File: config.mk
export PLATFORM = sky130hd
export DESIGN_NAME = wdog_timer
export DESIGN_NICKNAME = d
export VERILOG_FILES = /design/src/rtl/wdt_pkg.sv /design/src/rtl/wdt_tick_src.sv /design/src/rtl/wdt_count.sv /design/src/rtl/wdt_clear_ctl.sv /design/src/rtl/wdog_timer.sv
export SDC_FILE = /design/constraint.sdc
export NUM_CORES = 1
export LEC_CHECK = 0
export CAP_MARGIN = 10
export CORE_UTILIZATION = 53
export CTS_BUF_LIST = sky130_fd_sc_hd__clkbuf_2 sky130_fd_sc_hd__clkbuf_4 sky130_fd_sc_hd__clkbuf_8
export DETAILED_ROUTE_END_ITERATION = 10
export PLACE_DENSITY = 0.8
export SLEW_MARGIN = 30
export SYNTH_ARGS = -nofsm -noshare
export SYNTH_HDL_FRONTEND = slang
export SYNTH_SLANG_ARGS = --single-unit
File: constraint.sdc
create_clock -name clk -period 2.6 [get_ports clk]
set_clock_uncertainty 0.15 [all_clocks]
set_input_delay 0.65 -clock clk [delete_from_list [all_inputs] [get_ports clk]]
set_output_delay 0.65 -clock clk [all_outputs]
set_load 0.02 [all_outputs]
File: src/rtl/wdt_pkg.sv
package wdt_pkg;
  typedef enum logic [1:0] {
    PEND_NONE = 2'd0,
    PEND_A    = 2'd1,
    PEND_B    = 2'd2
  } pend_e;
endpackage

File: src/rtl/wdt_tick_src.sv
module wdt_tick_src #(
  parameter int PRE_DIV = 4
) (
  input  logic clk,
  input  logic rst,
  input  logic pwr_down,
  input  logic osc_tick,
  input  logic src_sys,
  output logic tick
);
  logic sys_tick;

  generate
    if (PRE_DIV > 1) begin : g_div
      localparam int PRE_W = $clog2(PRE_DIV);
      localparam logic [PRE_W-1:0] LAST = PRE_W'(PRE_DIV - 1);
      logic [PRE_W-1:0] cnt_q;

      always_ff @(posedge clk) begin
        if (rst) begin
          cnt_q <= '0;
        end else if (!pwr_down) begin
          if (cnt_q == LAST) cnt_q <= '0;
          else               cnt_q <= cnt_q + 1'b1;
        end
      end

      assign sys_tick = (cnt_q == LAST) && !pwr_down;

      // the divided clock stands still in power-down
      p_div_hold_r10: assert property (@(posedge clk) disable iff (rst)
        pwr_down |=> cnt_q == $past(cnt_q));
    end else begin : g_nodiv
      assign sys_tick = !pwr_down;
    end
  endgenerate

  assign tick = src_sys ? sys_tick : osc_tick;
endmodule

File: src/rtl/wdt_count.sv
module wdt_count #(
  parameter int DIV_BITS = 15
) (
  input  logic clk,
  input  logic rst,
  input  logic tick,
  input  logic clr,
  output logic expire
);
  logic [DIV_BITS-1:0] div_q;
  logic                stage_q;
  logic                carry;

  assign carry  = &div_q;
  assign expire = tick && carry && stage_q && !clr;

  always_ff @(posedge clk) begin
    if (rst) begin
      div_q   <= '0;
      stage_q <= 1'b0;
    end else begin
      if (tick) div_q <= div_q + 1'b1;
      if (clr)                 stage_q <= 1'b0;
      else if (tick && carry)  stage_q <= ~stage_q;
    end
  end

  // a clear empties the final stage
  p_stage_clr_r3: assert property (@(posedge clk) disable iff (rst)
    clr |=> !stage_q);
  // a clear alone leaves the prescaler untouched
  p_div_kept_r3: assert property (@(posedge clk) disable iff (rst)
    (clr && !tick) |=> div_q == $past(div_q));
endmodule

File: src/rtl/wdt_clear_ctl.sv
module wdt_clear_ctl
  import wdt_pkg::*;
(
  input  logic clk,
  input  logic rst,
  input  logic en,
  input  logic pair,
  input  logic clr_a,
  input  logic clr_b,
  input  logic halt,
  output logic clr
);
  pend_e pend_q, pend_d;
  logic  sw_ok;

  always_comb begin
    pend_d = pend_q;
    sw_ok  = 1'b0;
    if (!en) begin
      pend_d = pend_q;
    end else if (halt) begin
      pend_d = PEND_NONE;
    end else if (!pair) begin
      pend_d = PEND_NONE;
      sw_ok  = clr_a;
    end else if (clr_a && clr_b) begin
      pend_d = PEND_NONE;
      sw_ok  = 1'b1;
    end else if (clr_a) begin
      if (pend_q == PEND_B) begin
        pend_d = PEND_NONE;
        sw_ok  = 1'b1;
      end else begin
        pend_d = PEND_A;
      end
    end else if (clr_b) begin
      if (pend_q == PEND_A) begin
        pend_d = PEND_NONE;
        sw_ok  = 1'b1;
      end else begin
        pend_d = PEND_B;
      end
    end
  end

  always_ff @(posedge clk) begin
    if (rst) pend_q <= PEND_NONE;
    else     pend_q <= pend_d;
  end

  assign clr = en && (halt || sw_ok);

  // the half-clear record never holds an unused code
  p_pend_valid_r6: assert property (@(posedge clk) disable iff (rst)
    pend_q != pend_e'(2'd3));
  // halt drops any half-done pairing
  p_halt_drop_r9: assert property (@(posedge clk) disable iff (rst)
    (en && halt) |=> pend_q == PEND_NONE);
  // single mode keeps nothing pending
  p_single_idle_r5: assert property (@(posedge clk) disable iff (rst)
    (en && !pair) |=> pend_q == PEND_NONE);
endmodule

File: src/rtl/wdog_timer.sv
module wdog_timer #(
  parameter int DIV_BITS = 15,
  parameter int PRE_DIV  = 4
) (
  input  logic clk,
  input  logic rst,
  input  logic osc_tick,
  input  logic cfg_en,
  input  logic cfg_src_sys,
  input  logic cfg_pair,
  input  logic clr_a,
  input  logic clr_b,
  input  logic halt,
  input  logic pwr_down,
  output logic sys_rst_req,
  output logic pc_rst_req,
  output logic to_flag
);
  logic src_tick;
  logic tick;
  logic clr;
  logic expire;

  wdt_tick_src #(.PRE_DIV(PRE_DIV)) u_tick (
    .clk      (clk),
    .rst      (rst),
    .pwr_down (pwr_down),
    .osc_tick (osc_tick),
    .src_sys  (cfg_src_sys),
    .tick     (src_tick)
  );

  assign tick = cfg_en && src_tick;

  wdt_clear_ctl u_clr (
    .clk   (clk),
    .rst   (rst),
    .en    (cfg_en),
    .pair  (cfg_pair),
    .clr_a (clr_a),
    .clr_b (clr_b),
    .halt  (halt),
    .clr   (clr)
  );

  wdt_count #(.DIV_BITS(DIV_BITS)) u_cnt (
    .clk    (clk),
    .rst    (rst),
    .tick   (tick),
    .clr    (clr),
    .expire (expire)
  );

  always_ff @(posedge clk) begin
    if (rst) begin
      sys_rst_req <= 1'b0;
      pc_rst_req  <= 1'b0;
      to_flag     <= 1'b0;
    end else begin
      sys_rst_req <= expire && !pwr_down;
      pc_rst_req  <= expire && pwr_down;
      if (clr)         to_flag <= 1'b0;
      else if (expire) to_flag <= 1'b1;
    end
  end

  // full reset request lasts one cycle
  p_req_pulse_r7: assert property (@(posedge clk) disable iff (rst)
    sys_rst_req |=> !sys_rst_req);
  // never both request kinds together
  p_req_excl_r8: assert property (@(posedge clk) disable iff (rst)
    !(sys_rst_req && pc_rst_req));
  // no full reset request out of a power-down cycle
  p_pd_no_full_r8: assert property (@(posedge clk) disable iff (rst)
    sys_rst_req |-> $past(!pwr_down));
  // a disabled watchdog raises nothing
  p_off_quiet_r4: assert property (@(posedge clk) disable iff (rst)
    !cfg_en |=> !sys_rst_req && !pc_rst_req);
  // every request comes with the flag
  p_flag_set_r11: assert property (@(posedge clk) disable iff (rst)
    (sys_rst_req || pc_rst_req) |-> to_flag);
  // halt on an enabled watchdog drops the flag
  p_halt_flag_r9: assert property (@(posedge clk) disable iff (rst)
    (cfg_en && halt) |=> !to_flag);
endmodule

# After elaboration in Yosys (flattened, before gate mapping)
# Index checks and enable logic that the tools add are counted.
# op_classes
n_reduce_logical,15
n_mux,17
eq_ne,4
n_addsub,2
bitwise_logic,1
# ops
op,count
"15-bit by 1-bit adder with 15-bit output, second input constant",1
15-bit AND reduction,1
2-bit two-way mux,7
1-bit two-way mux,10
1-bit logical AND,9
"5-bit by 1-bit inequality test with 1-bit output, second input constant",1
"2-bit equality test, second input constant",2
"2-bit by 1-bit adder with 2-bit output, second input constant",1
"2-bit by 1-bit equality test with 1-bit output, second input constant",1
1-bit zero test,2
2-bit AND reduction,1
2-bit OR reduction,1
1-bit logical OR,1
1-bit inverter,1
# totals
register_bits,23
in_bits,10

# Depth between registers and ports, before layout
# logic_depth
word_depth,13
depth_mapped,6
ltp_nobuf,5

# By module
# From an unflattened synthesis, not the netlist that was laid out.
# unflattened
cells_unflattened,120
hier_area_um2,1106.1
# modules_own_cells
module,seq_area_each_um2,cells_each,area_per_inst_um2,instances
wdt_count,320.3,83,784.5,1
wdt_clear_ctl,40.0,18,127.6,1
wdt_tick_src,40.0,11,97.6,1
wdog_timer,60.1,8,96.3,1

# Worst setup path before layout
# Ideal clock, no wire load.
# synth_timing
path_type,input port to flip-flop
start,input cfg_src_sys
end,register u_cnt.div_q[13]
required_ns,2.379
slack_ns,0.542
setup_time_ns,0.071
cell_stages,5
t_arrival_ns,1.838
path_cell_list,nand3b_1 -> buf_2 -> a2111o_1 -> or3_1 -> a21oi_1
# synth_between
elab_chain_len,2
# synth_rtl
element,line,text
from (decl),wdog_timer.sv:9,"input logic cfg_src_sys,"
1-bit two-way mux,wdt_tick_src.sv:38,assign tick = src_sys ? sys_tick : osc_tick;
1-bit logical AND,wdog_timer.sv:33,assign tick = cfg_en && src_tick;
to (signal assigned),wdt_count.sv:22,if (tick) div_q <= div_q + 1'b1;
to (decl),wdt_count.sv:10,logic [DIV_BITS-1:0] div_q;
# No other way between the ends.
# A chain may end at the register's enable or synchronous reset.

# Worst setup path after layout
# layout_timing
start,input cfg_en
end,register u_cnt.div_q[13]
# layout_between
elab_chain_len,1
# layout_rtl
element,line,text
from (decl),wdog_timer.sv:8,"input logic cfg_en,"
1-bit logical AND,wdog_timer.sv:33,
# No other way between the ends.

==> impl_metrics.ini <==
[status]
status = completed

[synthesis]
syn_area_um2 = 1080
synth_top_area_share_pct = 42.8
synthFlopType = dfxtp_1
ys_ff_latch = 23
async_reset_ff_share_pct = 0
synth_area_per_cell_um2 = 8.34
yosysWarnings = 0
synth_fp_nets = 141
synth-seq-area-share_pct = 42.8
synth_area_leaders = dfxtp_1 (43%), xnor2_1 (7.3%), nor2_1 (7.0%), o21ai_0 (3.7%), a21oi_1 (3.3%)
synthCells = 129
ys_types = 31
synth_top_area_cell = dfxtp_1
synth-edff-count = 0

[cts]
postCtsSetupRepairBufs = 0
insertion_delay_ns = 0.31
cts_buffer_depth = 2
ctsHoldBuffers = 0
cts_tree = yes
clk_pin_slew_ns = 0.12
cts_max_level = 1
numClockSinks = 23
cts-buffers-inserted = 3
postCtsResizedCells = 0
cts-root-buf = clkbuf_4

[setup_path]
cp-end-kind = register
reg2reg_depth = 5
rrSetupSlack_ns = 0.62
crit-reg2reg-launch = u_tick.g_div.cnt_q[0]$_SDFFE_PP0N_
cp.required_ns = 2.70
rr_endpoint = u_cnt.div_q[13]$_SDFFE_PP0P_
startpoint_type = input port
timing.setup.critical_path_class = in -> reg
arrival_ns = 2.37
worstPathMaxFanout = 7
critPathLaunch = cfg_en

[global_route]
grt_pass1_vias = 877
grt_usage_pct = 22.4
antenna_found_initial = 0
grt_overflow = 0
grt_pass1_wl_um = 3530
grt_max_degree = 14

[timing]
worst_slew_pin_slew_ns = 0.556
finalCriticalPeriod_ns = 2.27
max_freq_mhz = 441
tns_ns = 0
setup_viol = 0
final_max_slew_viol_count = 0
period_share_pct = 87.1
slew_headroom_pct = 62.0
finalHoldViolations = 0
rsz0062_at_grt = no

[pwr]
p_comb_share_pct = 8.9
power_density_nw_per_um2 = 444
irDropWorstVdd_mv = 0.404
p_leak_nw = 0.455
p_int_mw = 0.443
pwr-share-clk_pct = 28.8
pwr-share-seq_pct = 62.3
swShare_pct = 23.7
p_sw_mw = 0.138

[finish]
fill_cells = 168
layout_common_cells = dfxtp_1 (23), nor2_1 (20), clkdlybuf4s50_1 (12)
n_antenna_cell = 0
fin_area_um2 = 1310
fin_util_pct = 71.9
final_common_cell = dfxtp_1
fin_nets = 163
area_growth_syn_to_layout_pct = 21.6
drive_gt1_share_pct = 12.0

[place]
place_hpwl_um = 1690
placed_area_um2 = 1280
routabilityCongestion = 0.735
place.port_buffers = 12

[run]
drv_cap = 0

[floorplanning]
io_pins = 13
fp.dieW_um = 47.1
start_util_pct = 59.1
die_y_um = 47.1
coreArea_um2 = 1820
row_count = 15
die_area_um2 = 2210

[hold_path]
worst_hold_path_type = reg -> reg
holdPathStages = 2
holdPathEnd = u_cnt.div_q[11]$_SDFFE_PP0P_
hp-start = u_cnt.div_q[11]$_SDFFE_PP0P_

[drt]
wl_per_cell_um = 12.3
ant_nets = 0
viasPerCell = 5.44
vias = 952
wl_um = 2160
drc = 0
first_iter_violations = 10
dr.pass1.iters = 4
==> logic make-up after synthesis <==
| family | share of synthesized area [%] |
|---|---|
| xor gates and xnor gates | 7.33 |
| buffers and inverters | 4.77 |
| adders and majority gates | 2.33 |
| and+or+nand+nor | 23.8 |
| DFF | 42.8 |
| muxes | 1.98 |
| AOI/OAI and AO/OA | 17.0 |
==> area by class of cell <==
type	count	area, um^2	area share, %
Timing Repair Buffer	22	195	14.9
Sequential cell	23	460	35.2
Clock buffer	3	22.5	1.72
Clock inverter	1	5.00	0.382
Multi-Input combinational cell	93	564	43.1
Inverter	8	30.0	2.29
Tap cell	25	31.3	2.39
==> how the worst max path moves through the flow <==
stage,cells after the start,end
6_report,5,u_cnt.div_q[13]$_SDFFE_PP0P_
5_1_grt,5,u_cnt.div_q[13]$_SDFFE_PP0P_
4_1_cts,5,u_cnt.div_q[13]$_SDFFE_PP0P_
3_5_place_dp,5,u_cnt.div_q[11]$_SDFFE_PP0P_
3_3_place_gp,6,u_cnt.div_q[12]$_SDFFE_PP0P_
2_1_floorplan,5,u_cnt.div_q[13]$_SDFFE_PP0P_
==> synth_stat cells (3+ instances only) <==
library cell	instances
nand3_1	7
or3_1	3
nand2_1	7
a2111oi_0	3
a211oi_1	4
clkbuf_1	3
o21ai_0	8
a21oi_1	7
xnor2_1	9
nor2_1	20
inv_1	8
dfxtp_1	23
==> critical path, cell delays in order <==
cell,delay [ns]
clkdlybuf4s50_1,0.51
nand3b_1,0.21
a2111o_1,0.52
or3_1,0.33
a21oi_1,0.14
==> power by group through the flow <==
stage | Combinational (mW) | Sequential (mW) | Clock [mW]
global route | 0.0575 | 0.363 | 0.183
CTS | 0.0520 | 0.362 | 0.173
floorplan | 0.0236 | 0.368 | 0
finish | 0.0517 | 0.362 | 0.167
detailed placement | 0.0519 | 0.370 | 0
global placement | 0.0486 | 0.369 | 0
==> registers in the layout, summed over array words and instances, names as in the netlist <==
register / count
u_cnt.div_q: 15
u_clr.pend_q: 2
u_tick.g_div.cnt_q: 2
pc_rst_req: 1
sys_rst_req: 1
to_flag: 1
u_cnt.stage_q: 1
==> metal layers <==
layer / global-route usage [%] / up-vias / share of wire, %
met4: 8.57 / 0 / 1.2
li1: - / 498 / -
met3: 2.31 / 4 / 1.4
met1: 25.9 / 441 / 46
met5: 0 / - / 0
met2: 41.9 / 9 / 52
==> metrics by stage <==
step | instances | hold WS (ns) | power (mW) | setup slack [ns]
finish | 175 | 0.351 | 0.580 | 0.334
CTS | 175 | 0.347 | 0.587 | 0.357
global route | 175 | 0.365 | 0.603 | 0.252
global placement | 171 | 0.314 | 0.417 | 0.0276
floorplan | 129 | 0.308 | 0.392 | 0.542
detailed placement | 171 | 0.328 | 0.422 | 0.0244
(Power assumes the default switching activity.)
